`config.mk`:
```
export PLATFORM = sky130hd
export DESIGN_NAME = dbx_pretranslate
export DESIGN_NICKNAME = d
export VERILOG_FILES = /design/src/rtl/dbx_pkg.sv /design/src/rtl/dbx_decode.sv /design/src/rtl/dbx_emit.sv /design/src/rtl/dbx_pretranslate.sv
export SDC_FILE = /design/constraint.sdc
export NUM_CORES = 1
export LEC_CHECK = 0
export CAP_MARGIN = 40
export CORE_MARGIN = 2
export CORE_UTILIZATION = 42
export DETAILED_ROUTE_END_ITERATION = 8
export PLACE_DENSITY = 0.81
export SLEW_MARGIN = 20
export SYNTH_ARGS = -nofsm -noshare
export SYNTH_HDL_FRONTEND = slang
export SYNTH_SLANG_ARGS = --single-unit
```
`constraint.sdc`:
```
create_clock -name clk -period 1.9 [get_ports clk]
set_clock_uncertainty 0.1 [all_clocks]
set_input_delay 0.285 -clock clk [delete_from_list [all_inputs] [get_ports clk]]
set_output_delay 0.285 -clock clk [all_outputs]
set_load 0.1 [all_outputs]
```
`src/rtl/dbx_pkg.sv`:
```
package dbx_pkg;
    typedef enum logic [1:0] {
        RSP_OK     = 2'b00,
        RSP_FORMAT = 2'b01,
        RSP_DECODE = 2'b10
    } rsp_e;

    typedef enum logic {
        ST_IDLE = 1'b0,
        ST_HOLD = 1'b1
    } st_e;
endpackage

```
`src/rtl/dbx_decode.sv`:
```
module dbx_decode
    import dbx_pkg::*;
#(
    parameter int ADDR_W = 16,
    parameter int ID_W   = 4,
    parameter int IDB_W  = 3
) (
    input  logic [ADDR_W-1:0] addr,
    input  logic [3:0]        strb,
    input  logic [ADDR_W-1:0] win_base,
    input  logic [IDB_W-1:0]  id_bits,
    input  logic [ADDR_W-1:0] db_addr,
    output rsp_e              code,
    output logic [ID_W-1:0]   devid
);
    localparam logic [IDB_W-1:0] ID_CAP = IDB_W'(ID_W);

    logic [IDB_W-1:0]  eff_bits;
    logic [ADDR_W-1:0] off;
    logic [ADDR_W:0]   win_bytes;
    logic [ID_W-1:0]   id_mask;
    logic              in_win;
    logic              db_hit;
    logic              full_word;

    // Clamp the requested ID width, then size the window from it
    always_comb begin
        eff_bits  = (id_bits > ID_CAP) ? ID_CAP : id_bits;
        off       = addr - win_base;
        win_bytes = (ADDR_W+1)'(4) << eff_bits;
        id_mask   = ~({ID_W{1'b1}} << eff_bits);
        in_win    = (addr >= win_base) && ({1'b0, off} < win_bytes);
        db_hit    = (addr == db_addr);
        full_word = (strb == 4'b1111);
    end

    // Doorbell match has priority over the window
    always_comb begin
        code  = RSP_DECODE;
        devid = '0;
        if (db_hit) begin
            code = full_word ? RSP_OK : RSP_FORMAT;
        end else if (in_win) begin
            if (full_word && (off[1:0] == 2'b00)) begin
                code  = RSP_OK;
                devid = off[ID_W+1:2] & id_mask;
            end else begin
                code = RSP_FORMAT;
            end
        end
    end
endmodule

```
`src/rtl/dbx_emit.sv`:
```
module dbx_emit
    import dbx_pkg::*;
#(
    parameter int ID_W = 4
) (
    input  logic            clk,
    input  logic            rst_n,
    input  logic            wr_valid,
    output logic            wr_ready,
    input  rsp_e            code,
    input  logic [ID_W-1:0] devid,
    input  logic [31:0]     data,
    output logic            ev_valid,
    input  logic            ev_ready,
    output logic [ID_W-1:0] ev_devid,
    output logic [31:0]     ev_data,
    output logic            rsp_valid,
    output rsp_e            rsp_code
);
    st_e  state, state_nx;
    logic fire;
    logic take;

    assign fire = wr_valid && wr_ready;
    assign take = fire && (code == RSP_OK);

    // State register
    always_ff @(posedge clk or negedge rst_n) begin
        if (!rst_n) state <= ST_IDLE;
        else        state <= state_nx;
    end

    // Next state
    always_comb begin
        state_nx = state;
        unique case (state)
            ST_IDLE: if (take) state_nx = ST_HOLD;
            ST_HOLD: if (ev_ready) state_nx = take ? ST_HOLD : ST_IDLE;
            default: state_nx = ST_IDLE;
        endcase
    end

    // Outputs decoded from state
    always_comb begin
        wr_ready = 1'b1;
        ev_valid = 1'b0;
        unique case (state)
            ST_IDLE: begin
                wr_ready = 1'b1;
                ev_valid = 1'b0;
            end
            ST_HOLD: begin
                wr_ready = ev_ready;
                ev_valid = 1'b1;
            end
            default: begin
                wr_ready = 1'b0;
                ev_valid = 1'b0;
            end
        endcase
    end

    // Event payload and response registers
    always_ff @(posedge clk or negedge rst_n) begin
        if (!rst_n) begin
            ev_devid  <= '0;
            ev_data   <= '0;
            rsp_valid <= 1'b0;
            rsp_code  <= RSP_OK;
        end else begin
            if (take) begin
                ev_devid <= devid;
                ev_data  <= data;
            end
            rsp_valid <= fire;
            if (fire) rsp_code <= code;
        end
    end

    p_hold_stable_r8: assert property (@(posedge clk) disable iff (!rst_n)
        (ev_valid && !ev_ready) |=> (ev_valid && $stable(ev_devid) && $stable(ev_data)));

    p_stall_bus_r8: assert property (@(posedge clk) disable iff (!rst_n)
        (ev_valid && !ev_ready) |-> !wr_ready);

    p_resp_after_fire_r9: assert property (@(posedge clk) disable iff (!rst_n)
        (wr_valid && wr_ready) |=> rsp_valid);

    p_no_spurious_resp_r9: assert property (@(posedge clk) disable iff (!rst_n)
        !(wr_valid && wr_ready) |=> !rsp_valid);

    p_ok_has_event_r2: assert property (@(posedge clk) disable iff (!rst_n)
        (rsp_valid && rsp_code == RSP_OK) |-> ev_valid);

    p_reject_no_event_r4: assert property (@(posedge clk) disable iff (!rst_n)
        (rsp_valid && rsp_code != RSP_OK) |-> !ev_valid);

    p_drain_accept_r10: assert property (@(posedge clk) disable iff (!rst_n)
        (ev_valid && ev_ready) |-> wr_ready);
endmodule

```
`src/rtl/dbx_pretranslate.sv`:
```
module dbx_pretranslate
    import dbx_pkg::*;
#(
    parameter int ADDR_W = 16,
    parameter int ID_W   = 4,
    parameter int IDB_W  = 3
) (
    input  logic              clk,
    input  logic              rst_n,
    input  logic [ADDR_W-1:0] cfg_win_base,
    input  logic [IDB_W-1:0]  cfg_id_bits,
    input  logic [ADDR_W-1:0] cfg_db_addr,
    input  logic              wr_valid,
    output logic              wr_ready,
    input  logic [ADDR_W-1:0] wr_addr,
    input  logic [3:0]        wr_strb,
    input  logic [31:0]       wr_data,
    output logic              rsp_valid,
    output logic [1:0]        rsp_code,
    output logic              ev_valid,
    input  logic              ev_ready,
    output logic [ID_W-1:0]   ev_devid,
    output logic [31:0]       ev_data
);
    rsp_e            dec_code;
    rsp_e            rsp_code_e;
    logic [ID_W-1:0] dec_devid;

    dbx_decode #(
        .ADDR_W (ADDR_W),
        .ID_W   (ID_W),
        .IDB_W  (IDB_W)
    ) u_decode (
        .addr     (wr_addr),
        .strb     (wr_strb),
        .win_base (cfg_win_base),
        .id_bits  (cfg_id_bits),
        .db_addr  (cfg_db_addr),
        .code     (dec_code),
        .devid    (dec_devid)
    );

    dbx_emit #(
        .ID_W (ID_W)
    ) u_emit (
        .clk       (clk),
        .rst_n     (rst_n),
        .wr_valid  (wr_valid),
        .wr_ready  (wr_ready),
        .code      (dec_code),
        .devid     (dec_devid),
        .data      (wr_data),
        .ev_valid  (ev_valid),
        .ev_ready  (ev_ready),
        .ev_devid  (ev_devid),
        .ev_data   (ev_data),
        .rsp_valid (rsp_valid),
        .rsp_code  (rsp_code_e)
    );

    assign rsp_code = rsp_code_e;
endmodule

```
* After elaboration in Yosys (flattened, before gate mapping)
Index checks and enable logic that the tools add are counted.
** Storage, ports and cells
- Register bits after elaboration :: 40
- Output and inout bits :: 41
- Word-level logic and storage cells :: 35
** Cells by class
- Add/sub/neg operators :: 1
- $lt $le $gt $ge :: 3
- Eq/ne operators :: 2
- Shift-type cells :: 2
- Mux-type cells :: 13
- Bitwise operators :: 3
- Reduce and logical (&&, ||, !) cells :: 6
** Operator list (number)
- $lt 16x17->1 :: 1
- $shl 3x3->17 const A :: 1
- $eq 16x16->1 :: 1
- $ge 16x16->1 :: 1
- $sub 16x16->16 :: 1
- $mux 4 :: 3
- $pmux 1 s2 :: 3
- $and 4x4->4 :: 1
- $eq 4x4->1 const B :: 1
- $logic_and 1x1->1 :: 4
- $logic_not 2->1 :: 2
- $mux 1 :: 4
- $mux 2 :: 2
- $not 4->4 :: 1
- $shl 4x3->4 const A :: 1
- $gt 3x3->1 const B :: 1
- $mux 3 :: 1
- $not 1->1 :: 1

* Depth between registers and ports, before layout
Gate-level depths: netlist of the first run.
- Depth after elaboration :: 12
- Mapped depth :: 20
- Mapped depth without buffers :: 18

* Modules after synthesis
From an unflattened synthesis of the first run, not the netlist that was laid out.
** Unflattened totals
- Cell total of the unflattened synthesis :: 281
- Area, all modules :: 2980.4 µm²
** By module, submodules not included
- dbx_emit :: times used 1, cells an instance 87, area an instance 1625.3 µm²
- dbx_decode :: times used 1, cells an instance 194, area an instance 1355.0 µm²

* Worst setup path after synthesis of the first run
Ideal clock, no wire load.
- Path type :: input to register
- From :: input wr_addr[0]
- To :: register u_emit.rsp_code[1]
- Library setup time :: 0.125 ns
- Data arrival time :: 3.391 ns
- Required time :: 1.675 ns
- Path slack :: -1.716 ns
- Stages :: 19
- Buffers on the path :: 1
- Cell sequence :: inv_1 -> ha_1 -> fa_1 -> nand2b_1 -> and2_1 -> o21ai_2 -> a21o_1 -> a21oi_1 -> xnor2_1 -> ha_1 -> a21oi_1 -> o21ai_0 -> a211oi_1 -> nand4_1 -> a2111oi_2 -> and3_1 -> buf_4 -> a21oi_2 -> mux2_2
** On the way
- Word-level cells in the longest chain between the ends :: 5
- Elaborated cells between the ends (all ways) :: 7
- Those cells by class :: add/sub (1); order compare (2); eq/ne (1); mux (2); reduce/logical (1)
** RTL lines
- start: declaration :: RTL line dbx_pretranslate.sv:15 : input logic [ADDR_W-1:0] wr_addr,
- $sub 16x16->16 :: RTL line dbx_decode.sv:29 : off = addr - win_base;
- $lt 16x17->1 :: RTL line dbx_decode.sv:32 : in_win = (addr >= win_base) && ({1'b0, off} < win_bytes);
- $logic_and 1x1->1 :: RTL line dbx_decode.sv:32
- $mux 2 :: RTL line dbx_decode.sv:43 : end else if (in_win) begin
- $mux 2 * :: RTL line dbx_decode.sv:41 : if (db_hit) begin
- end signal: assignment :: RTL line dbx_emit.sv:76 : if (fire) rsp_code <= code;
- end: declaration :: RTL line dbx_emit.sv:18 : output rsp_e rsp_code
Every way passes the cells marked *; elsewhere a longest branch is shown, timed or not.
A chain may end at the register's enable or synchronous reset.

* Worst setup path after layout of the first run
- From :: input wr_addr[2]
- To :: register u_emit.rsp_code[1]
The elaborated chain is that of the path after synthesis.

==> results.md, run 1 <==
- Total of max-cap violations: 0
- Sum of net half-perimeters after detailed placement: 9997 um
- Row count: 34
- Drt total wl: approximately 14,000 um
- Area Growth Syn to Fin: 74.59%
- Post-layout instance count excluding filler cells: 809
- Pin count of the biggest net entering global routing: between 40 and 50
- Required arrival time at the worst endpoint: around 2000 ps
- Combinational group share of total power: 43.0%
- Worst voltage drop across the vdd grid: approximately 0.26 mV
- Fill cells: around 570
- Maximum clock frequency: about 290 MHz
- Vias/cell: between 6 and 7
- Proportion of synthesized flip-flops having asynchronous set or reset: 100.0%
- Instance count of the mapped netlist: between 500 and 600
- Number of buffers inserted during clock tree synthesis: 5
- Final worst-path cycle share: 182.5%
- Internal power: around 1.9 mW
- CTS HTree Levels: 2
- Cell with the largest stage delay on the worst path: a2111oi_4
- Total count of max-transition violations in the final report: 0
- Total placed cells including tap cells: just under 800
- Worst path setup slack after routing: -1568 ps
- Master cell of the clock root buffer: clkbuf_8
- Most common cell after layout, fill and taps aside: nand3_1
- Seq pwr share: between 30% and 40%
- CP Data Arrival Time: ~3600 ps
- Worst slack after detailed placement: -2530 ps
- Vias in the first global route: ~4,800
- Critical setup path kind: in2reg
- Number of sinks driven by the clock tree: 40
- Category of the worst setup path capture point: register
- Clock network power share: 25.8%
- Switching power: between 0.8 and 0.9 mW
- Die Height: approximately 99 um
- Number of buffer cells added on primary ports: ~130
- Total via count after detailed routing: 4,886
- Number of remaining DRC errors: 0
- Die area: about 10000 sq um
- Most area-consuming cells after synthesis: dfrtp_1 (27%), nand3_1 (13%), ha_1 (8.0%)
- Global-route usage over all layers: between 20% and 30%
- Post-synth top area cell: dfrtp_1
- Total of warnings raised by yosys: 0
- Number of nets with antenna violations after detailed routing: 0
- Power Total: 2.748 mW
- Result of the run: complete, but fails checks
- Switching fraction of total power: around 32%
- Peak per-stage delay on the critical path: 340 ps
- Max Root-Sink Buffers: 2
- Initial Utilization: a little over two fifths
- Fraction of layout instances using a drive strength above 1: a little over a quarter
- Power per standard cell area: about 420 nW/um^2
- Last weighted congestion value of the routability-driven placer: about 0.95
- Final critical delay including setup and external delays: approximately 3500 ps
- Clock latency on the worst-skew pair: ~300 ps
- Unrepaired setup endpoints after global routing: true
- Violations in the final reports: setup timing
- Number of enable flip-flop cells after synthesis: 0
- R2r setup slk: -20 ps
- Commonest non-fill, non-tap cells in the layout: nand3_1 (96), buf_4 (81), nand2_1 (79)
- Initial antenna violation count: 0
- Cell seen most often among critical-path stages: nand4_1
- Count of distinct cell types in the synthesized netlist: 51
- Hold Violations, Final: 0
- TritonCTS clock tree: done
- Cell Chain, Critical Path: dlygate4sd2_1 > ha_2 > and2_4 > o21ai_2 > nand4_1 > a31o_1 > a21oi_2 > xnor2_1 > ha_1 > nand4_1 > o21ai_2 > a211oi_2 > nand4_1 > a2111oi_4 > and3_4 > buf_12 > a21oi_4 > mux2_4
- Syn_area_per_cell: approximately 7.4 sq um
- I/O Pins: 132
- Normalized max-slew margin: approximately 64%
- Category of the worst setup path launch point: input pin
- Horizontal extent of the die: slightly below 100 um
- Router iterations before antenna repair: 6
- Flip-flop and latch count after synthesis: 40
- Leakage power: a little under 3 nW
- Wire length of the first global-routing pass: approximately 22,000 um
- Total of endpoints with negative setup slack in the final report: 39
- Worst-path clk slew: 80 ps
- Worst min-delay path category: reg2reg
- Setup total negative slack: -58,340 ps
- Measured slew at the worst slew-check pin: about 530 ps
- Remaining global-route overflow: 0
- Top-area cell type share of the netlist area: a little over a quarter
- Largest driver fanout on the critical path: 7
- Number of nets at the end of the flow: between 800 and 900
- Placeable Area: 8721 sq um
- Number of design-rule violations left by the first detailed-router iteration: 406
- Average detailed-routed wire length per instance: 16.94 um
- Combined area of all synthesized cells: ~3800 sq um
- Ys flop type: dfrtp_1
- Fraction of the yosys area taken by sequential cells: 26.51%
- Count of inserted antenna diode cells: 0
## synth_stat cells, types with 2 or more instances
cell type,n
nor2b_1,3
ha_1,24
clkbuf_1,20
o21a_1,3
buf_6,6
inv_1,22
nor2_1,9
a31oi_1,33
dfrtp_1,40
a211o_1,3
xor2_1,20
buf_2,9
and3_1,3
nand4_1,40
buf_1,4
nor4_1,5
and2_1,6
nor3_1,2
xnor2_1,5
o211ai_1,3
o21ai_2,2
and4_1,3
a21o_1,4
a221oi_1,2
o21ai_0,9
o21ai_1,7
nand2_1,79
a21oi_1,16
nand2b_1,4
nand3_1,100
## critical path: cells and delay by family
| family | cells | cell delay, ps |
|---|---|---|
| muxes | 1 | 270 |
| and+or+nand+nor | 5 | 800 |
| AOI/OAI and AO/OA | 7 | 1140 |
| xor gates and xnor gates | 1 | 150 |
| adders and majority gates | 2 | 500 |
| buffers and inverters | 2 | 390 |
## through the flow
stage / instance area, sq um / hold WS [ps] / util, %
2_1_floorplan: 3895 / -110.6 / -
3_3_place_gp: 6221 / 271.1 / 71.33
3_5_place_dp: 6221 / 281.5 / 71.33
4_1_cts: 6460 / 439.7 / 74.07
5_1_grt: 6593 / 466.5 / 75.60
6_report: 6593 / 439.4 / 75.60
## layout make-up
class	count	area, sq um	area share [%]
multi-input combinational	407	2715	41.18
timing repair buffer	224	2537	38.49
sequential	40	1002	15.20
tap	108	135.1	2.050
inverter	22	95.09	1.442
clock buffer	6	72.57	1.101
clock inverter	2	35.03	0.5314
## metal layers
| layer | wire, um | track usage (%) | up-vias |
|---|---|---|---|
| li1 | - | - | 2246 |
| met1 | 4962 | 30.81 | 2292 |
| met2 | 7145 | 51.09 | 297 |
| met3 | 1134 | 4.468 | 51 |
| met4 | 463 | 8.641 | 0 |
| met5 | 0 | 0 | - |
## path summary, 6_finish.rpt
path,depth (start not counted),endpoint,start
worst max-delay path,18,u_emit.rsp_code[1]$_DFFE_PN0P_,wr_addr[2]
worst min-delay path,1,u_emit.rsp_code[1]$_DFFE_PN0P_,u_emit.rsp_code[1]$_DFFE_PN0P_
worst max register to register,9,u_emit.ev_data[0]$_DFFE_PN0P_,u_emit.state$_DFF_PN0_
worst min register to register,1,u_emit.rsp_code[1]$_DFFE_PN0P_,u_emit.rsp_code[1]$_DFFE_PN0P_
max in group asynchronous,3,u_emit.state$_DFF_PN0_,rst_n
min in group asynchronous,3,u_emit.ev_data[19]$_DFFE_PN0P_,rst_n
## power groups by stage
stage / Sequential (mW) / Combinational, mW / Clock (mW)
floorplan: 0.895 / 0.527 / 0
global placement: 0.872 / 1.04 / 0
detailed placement: 0.873 / 1.08 / 0
CTS: 0.855 / 1.13 / 0.708
global route: 0.856 / 1.28 / 0.742
finish: 0.856 / 1.18 / 0.710
## repair_timing
item / CTS / global route
hold buffers: 1 / 0
resized for setup: 53 / 13
endpoints found under the setup margin: 39 / 39
pin swaps: 32 / 35
hold endpoints to repair: 40 / 0
buffers inserted: 6 / 2
cloned: 0 / 2
## state kept, by name (all words and copies together) (netlist names)
name,count
u_emit.rsp_code,2
u_emit.ev_data,32
u_emit.rsp_valid,1
u_emit.ev_devid,4
u_emit.state,1
## kinds of logic after synthesis
group | count (synthesis) | share of synthesized area [%]
XOR/XNOR | 25 | 5.799
flip-flops | 40 | 26.51
buffers and inverters | 62 | 7.753
multiplexers | 4 | 1.557
other | 1 | 0.09931
AND/OR/NAND/NOR | 260 | 34.39
AO/OA/AOI/OAI | 90 | 15.41
adder cells (fa/ha/maj) | 25 | 8.483
Power figures use the tool's default switching activity.
==> inputs of run 2 (changes only) <==
SLEW_MARGIN = default   (was 20)
==> results of run 2 <==
No change in the layout: final DEF, timing and power equal those of run 1.
